==> config.mk <==
export PLATFORM = sky130hd
export DESIGN_NAME = sburst_sram
export DESIGN_NICKNAME = d
export VERILOG_FILES = /design/src/rtl/sburst_sram.sv
export SDC_FILE = /design/constraint.sdc
export NUM_CORES = 1
export LEC_CHECK = 0
export ABC_AREA = 1
export BUFFER_PORTS_ARGS = -buffer_cell sky130_fd_sc_hd__buf_2
export CAP_MARGIN = 20
export CORE_UTILIZATION = 30
export CTS_CLUSTER_DIAMETER = 30
export CTS_CLUSTER_SIZE = 14
export DETAILED_ROUTE_END_ITERATION = 8
export HOLD_SLACK_MARGIN = 0.08
export PLACE_DENSITY = 0.4
export SYNTH_ARGS = -nofsm -noshare
export SYNTH_HDL_FRONTEND = slang
export SYNTH_SLANG_ARGS = --single-unit
==> constraint.sdc <==
create_clock -name clk -period 4.87 [get_ports clk]
set_clock_uncertainty 0.15 [all_clocks]
set_input_delay 0.974 -clock clk [delete_from_list [all_inputs] [get_ports clk]]
set_output_delay 0.974 -clock clk [all_outputs]
set_load 0.005 [all_outputs]
==> src/rtl/sburst_sram.sv <==
`timescale 1ns/1ps
module sburst_sram #(
  parameter int ADDR_W = 6,
  parameter int LANE_W = 9,
  parameter int LANES  = 2,
  localparam int DATA_W = LANE_W * LANES
) (
  input  logic              clk,
  input  logic              rst_n,
  input  logic              clk_en_n,
  input  logic              sel1_n,
  input  logic              sel2,
  input  logic              sel3_n,
  input  logic              adv_ld,
  input  logic              wr_n,
  input  logic [LANES-1:0]  lane_wr_n,
  input  logic [ADDR_W-1:0] addr,
  input  logic              burst_mode,
  input  logic              oe_n,
  input  logic [DATA_W-1:0] din,
  output logic [DATA_W-1:0] dout,
  output logic              dout_en
);
  localparam int DEPTH = 1 << ADDR_W;

  logic              active, op_wr, fresh;
  logic [ADDR_W-3:0] base_hi;
  logic [1:0]        start, cnt, offset;
  logic [ADDR_W-1:0] cur_addr;
  logic [DATA_W-1:0] rd_word;

  wire fire     = !clk_en_n;
  wire selected = !sel1_n && sel2 && !sel3_n;
  wire commit   = fire && active && op_wr;

  assign offset   = burst_mode ? (start ^ cnt) : (start + cnt);
  assign cur_addr = {base_hi, offset};

  always_ff @(posedge clk) begin
    if (!rst_n) begin
      active  <= 1'b0;
      op_wr   <= 1'b0;
      fresh   <= 1'b0;
      base_hi <= '0;
      start   <= '0;
      cnt     <= '0;
    end else if (fire) begin
      if (!adv_ld) begin
        active <= selected;
        fresh  <= selected && !active;
        if (selected) begin
          base_hi <= addr[ADDR_W-1:2];
          start   <= addr[1:0];
          cnt     <= 2'd0;
          op_wr   <= !wr_n;
        end
      end else begin
        fresh <= 1'b0;
        if (active) cnt <= cnt + 2'd1;
      end
    end
  end

  for (genvar g = 0; g < LANES; g++) begin : g_lane
    logic [LANE_W-1:0] cells [DEPTH];
    always_ff @(posedge clk) begin
      if (commit && !lane_wr_n[g]) cells[cur_addr] <= din[g*LANE_W +: LANE_W];
    end
    assign rd_word[g*LANE_W +: LANE_W] = cells[cur_addr];
  end

  assign dout    = rd_word;
  assign dout_en = active && !op_wr && !fresh && !oe_n;

  p_stall_hold_r2: assert property (@(posedge clk) disable iff (!rst_n)
    clk_en_n |=> $stable(cur_addr) && $stable(active) && $stable(op_wr));

  p_decode_r3: assert property (@(posedge clk) disable iff (!rst_n)
    (!clk_en_n && !adv_ld && (sel1_n || !sel2 || sel3_n)) |=> !active);

  p_upper_fixed_r4: assert property (@(posedge clk) disable iff (!rst_n)
    (!clk_en_n && adv_ld && active) |=> $stable(base_hi) && $stable(op_wr));

  p_idle_advance_r5: assert property (@(posedge clk) disable iff (!rst_n)
    (!clk_en_n && adv_ld && !active) |=> !active && !dout_en);

  p_linear_step_r6: assert property (@(posedge clk) disable iff (!rst_n)
    (!clk_en_n && adv_ld && active && !burst_mode) |=>
      (burst_mode || offset == 2'($past(offset) + 2'd1)));

  p_write_quiet_r10: assert property (@(posedge clk) disable iff (!rst_n)
    (active && op_wr) |-> !dout_en);

  p_fresh_quiet_r10: assert property (@(posedge clk) disable iff (!rst_n)
    (!clk_en_n && !adv_ld && selected && !active) |=> !dout_en);
endmodule

# Word-level counts from Yosys, hierarchy flattened
# Memories as Yosys holds them, arrays and structs flattened.
# Cells that the tools add are included.
# totals
regBits,11
latch_bits,0
ramBits,1152
romBits,0
input_bits,36
out_inout_bits,19
memories,2
# op_classes
addsub,2
multipliers,0
div_mod_pow,0
n_lt_le_gt_ge,0
eq_ne,1
shifts,0
mux,9
bitwise_logic,3
n_reduce_logical,24
# mem_list
name,depth,word_bits,rd,rd_clocked_by_memory_dff,wr,line_no,text
g_lane[0].cells,64,9,1,0,1,65,logic [LANE_W-1:0] cells [DEPTH];
g_lane[1].cells,64,9,1,0,1,65,
# ops
op,count
1-bit logical AND,10
1-bit zero test,10
2-bit two-way mux,4
3-bit AND reduction,2
1-bit two-way mux,5
"2-bit by 1-bit adder with 2-bit output, second input constant",1
2-bit adder,1
"2-bit by 1-bit != test with 1-bit output, second input constant",1
1-bit inverter,2
2-bit AND reduction,1
2-bit nonzero test,1
2-bit bitwise XOR,1

# Longest topological paths before layout
# depth
depth_word,6
depth_mapped,16
ltp_nobuf,13

# Least setup slack after synthesis
# OpenSTA, ideal clock, no wires.
# synth_timing
kind,input port to output port
start,in burst_mode
end,out dout[1]
arrival_ps,2091
t_required_ps,3746
slack_ps,1655
cell_stages,14
path_buffers,3
cell_sequence,nor2_1 nand3_2 nand2_2 buf_8 buf_8 buf_6 nand2_1 o21ai_0 nand2_1 nand2_1 nand2_1 nand2_1 nor2_1 nand2_1
# synth_via
elab_chain_cells,2
# synth_rtl
item,line_no,text
from (decl),18,"input logic burst_mode,"
2-bit two-way mux,36,assign offset = burst_mode ? (start ^ cnt) : (start + cnt);
memory 64 x 9 bit,n/a,
to (decl),21,"output logic [DATA_W-1:0] dout,"
# Every way passes these cells.

# Worst setup path in the final report
# layout_timing
start,reg start[0]
end,out dout[12]
# layout_via
elab_chain_cells,3
# layout_rtl
item,line_no,text
from (decl),28,"logic [1:0] start, cnt, offset;"
from (signal assigned),53,start <= addr[1:0];
2-bit adder / 2-bit bitwise XOR (equally long branches),36,
2-bit two-way mux (*),36,
memory 64 x 9 bit (*),n/a,
# Mark *: on every way between the ends. The rest lies on a longest branch, timed or not.

==> impl_metrics.csv <==
group,metric,value,unit
pwr,pwr-share-clk,62.5,%
job,maxCapViolCount,0,
setup_path,cp_num_buf_inv,4,
final_layout,fin_nets,4773,
global_route,grt_pass1_vias,33300,
timing,fin_crit,4.775,ns
synth,yosysSeqAreaShare,70.98,%
global_route,antenna_found_initial,16,
detailed_routing,drt_wl_total,162900,um
detailed_routing,ant_nets,0,
synth,syn_inst,4342,
detailed_routing,post-route-drc-count,0,
global_route,overflow,0,
clock_network,tritoncts,"yes",
detailed_routing,vias,33150,
synth,synth_largest_area_cell,"edfxtp_1",
hold_path,worst_hold_path_type,"primary input to flop",
setup_path,crit_fanout,20,
setup_path,cp_slowest_cell,"dfxtp_1",
setup_path,slowest_delay,0.34,ns
pwr,swShare,20.63,%
pwr,p_leak,0.02466,uW
pwr,netSwitchingPower,6696,uW
pwr,seqPwrFrac,34.0,%
pwr,peakVddDrop,0.3949,mV
setup_path,endpoint_kind,"output port",
timing,finalSetupViolCount,0,
die,placementRows,148,
timing,maxSlewViolCount,0,
synth,yosysTopAreaCellShare,70.53,%
clock_network,cts-root-buf,"clkbuf_16",
timing,fmax,209.4,MHz
setup_path,start_kind,"flop",
global_route,grt_pass1_wl,231400,um
setup_path,crit_type,"flop to output port",
pwr,power_frac_comb,3.5,%
timing,fin_crit_sh,98.05,%
timing,hold_viol,0,
die,die_x,406.3,um
global_route,grt_max_degree,145,
die,ios,55,
place,gp_congestion,0.7714,
synth,syn_area,49050,um^2
clock_network,cts_made_buffers,322,
detailed_routing,dr.pass1.iters,5,
pwr,p_per_area,507.0,nW/um^2
setup_path,path_cells,"ha_4 -> buf_12 -> buf_16 -> buf_6 -> mux2i_1 -> o21ai_0 -> nand2_1 -> nand2_1 -> nand2_1 -> nand2_1 -> nor2_1 -> nand2_2 -> buf_2",
synth,netlist_top_cells_count,"nand2_1 (2126), edfxtp_1 (1152), o21ai_0 (183), a21boi_0 (180), nor3_1 (126)",
clock_network,clk_pin_slew_worst_paths,0.04,ns
final_layout,synthToLayoutAreaGrowth,30.51,%
synth,synth-main-ff-cell,"edfxtp_1",
clock_network,h-tree-depth,5,
synth,synth_edf_count,1152,
die,core_area,162600,um^2
timing,rsz0062_at_grt,"no",
synth,async_flop_share,0,%
die,dieArea,165100,um^2
synth,synth-seq-cells,1163,
detailed_routing,wl_per_cell,22.80,um
global_route,grt_use_total,19.41,%
final_layout,drive_above_1_share,16.97,%
timing,slew_headroom,28.65,%
setup_path,cp_common_cell,"nand2_1",
final_layout,utilization,39.37,%
pwr,p_total,32450,uW
setup_path,path_delay_family,"simple AND/OR/NAND/NOR gates",
die,die_h,406.3,um
pwr,p_int,25750,uW
synth,synth_most_common_cell,"nand2_1",
clock_network,clockBufferDepth,4,
place,portBuffers,54,
timing,tightest_slew,1.070,ns
synth,synth_area_leaders,"edfxtp_1 (71%), nand2_1 (16%), a21boi_0 (2.8%), o21ai_0 (1.9%), mux2i_1 (1.4%)",
die,initial_core_util,30.17,%
synth,synth_cell_type_count,30,
synth,syn-mean-instance-area,11.30,um^2
setup_path,critical_path_required,3.75,ns
setup_path,arrival,3.65,ns
status,status,"complete, no violations",
clock_network,clkSinkCount,1163,
synth,syn-num-nets,4379,
clock_network,clk_latency,0.88,ns
detailed_routing,drtIter0Drc,2642,
place,dpl.hpwl,94340,um
synth,yosys_warnings,0,
detailed_routing,avgViaCountPerCell,4.638,
[cell type report]
cell class	instances	area, um^2
tap	2175	2721
timing repair buffer	326	3017
timing repair inverter	3	31.28
clock inverter	178	2016
inverter	28	136.4
sequential	1163	34820
fill	15930	98570
multi-input combinational	2892	12850
antenna	4	10.01
clock buffer	378	8417
[worst paths after layout]
check / cells after the start / to / slack, ns / startpoint
setup / recovery: 13 / dout[12] / 0.1 / start[0]
hold / removal: 3 / start[0] / 0.18 / addr[0]
setup reg to reg: 13 / g_lane[1].cells[16][1] / 1.08 / start[0]
hold reg to reg: 2 / start[1] / 0.36 / start[1]
[flip-flops by register name, indices dropped and copies added, names as in the netlist]
signal and count:
cnt 2, fresh 1, start 2, g_lane.cells 1152, op_wr 1, base_hi 4, active 1
[metal layers]
metal | global-route usage (%) | vias up | share of wire [%]
met5 | 0 | - | 0.010
met2 | 29.79 | 849 | 45
li1 | - | 15760 | -
met3 | 4.621 | 228 | 5.8
met4 | 5.830 | 2 | 2.1
met1 | 27.08 | 16310 | 47
[logic make-up (layout without fill, tap and decap cells)]
logic type | after synthesis | count (layout) | share of synthesized area [%]
flops | 1163 | 1163 | 70.98
mux | 69 | 69 | 1.408
simple gates | 2353 | 2353 | 18.69
compound gates | 469 | 469 | 5.763
other cells | 0 | 4 | 0
fa+ha+maj | 1 | 1 | 0.02551
buf+inv | 287 | 913 | 3.130
[what timing repair did]
action / 4_1_cts / 5_1_grt
hold buffers: 1 / 0
gates cloned: 2 / 8
hold endpoints to repair: 1 / 0
setup buffers: 9 / 6
gates resized for setup: 22 / 37
setup endpoints to repair: 18 / 16
pin swaps: 2 / 3
[cell usage in the layout (no fill, tap or decap), types with 30 or more instances in the layout]
| cell | n |
|---|---|
| mux2i_1 | 69 |
| edfxtp_1 | 1152 |
| buf_4 | 218 |
| nand3_1 | 30 |
| o21ai_1 | 86 |
| bufinv_16 | 44 |
| clkinv_2 | 56 |
| nor3_1 | 126 |
| nor2_1 | 39 |
| o21ai_0 | 182 |
| buf_2 | 54 |
| clkbuf_16 | 335 |
| clkinv_1 | 52 |
| a21boi_0 | 175 |
| clkbuf_1 | 49 |
| nand2_1 | 2110 |
[per-stage QoR]
step	std cells	cell area, um^2	worst slack [ns]	hold WS [ns]	TNS [ns]
after floorplan	4342	49050	1.655	0.3263	0
after global placement	6557	52860	0.1806	0.3460	0
after detailed placement	6560	52920	0.1926	0.3624	0
after CTS	7128	63600	-0.05477	0.1082	-0.1284
after global routing	7145	64010	0.0005165	0.1799	0
final	7147	64010	0.09520	0.1776	0
[power groups by stage]
stage               logic, uW  clock network [uW]  registers (uW)
detailed placement       1080                   0           11200
finish                   1120               20300           11000
global route             1240               21200           11000
global placement         1080                   0           11200
CTS                      1110               20600           11000
floorplan                 508                   0           11200
[worst reg2reg max path, cell delays in order, from the launching register on]
cell and delay (ns):
dfxtp_1 0.39, ha_4 0.15, inv_1 0.03, nor2_1 0.10, nand3_2 0.14, nand2_8 0.19, buf_12 0.17, buf_12 0.18
buf_6 0.24, nand2_1 0.10, inv_2 0.09, nand2_2 0.38, nor3_1 0.84, buf_4 0.31
Note: power is estimated with default switching activity, not from simulation.
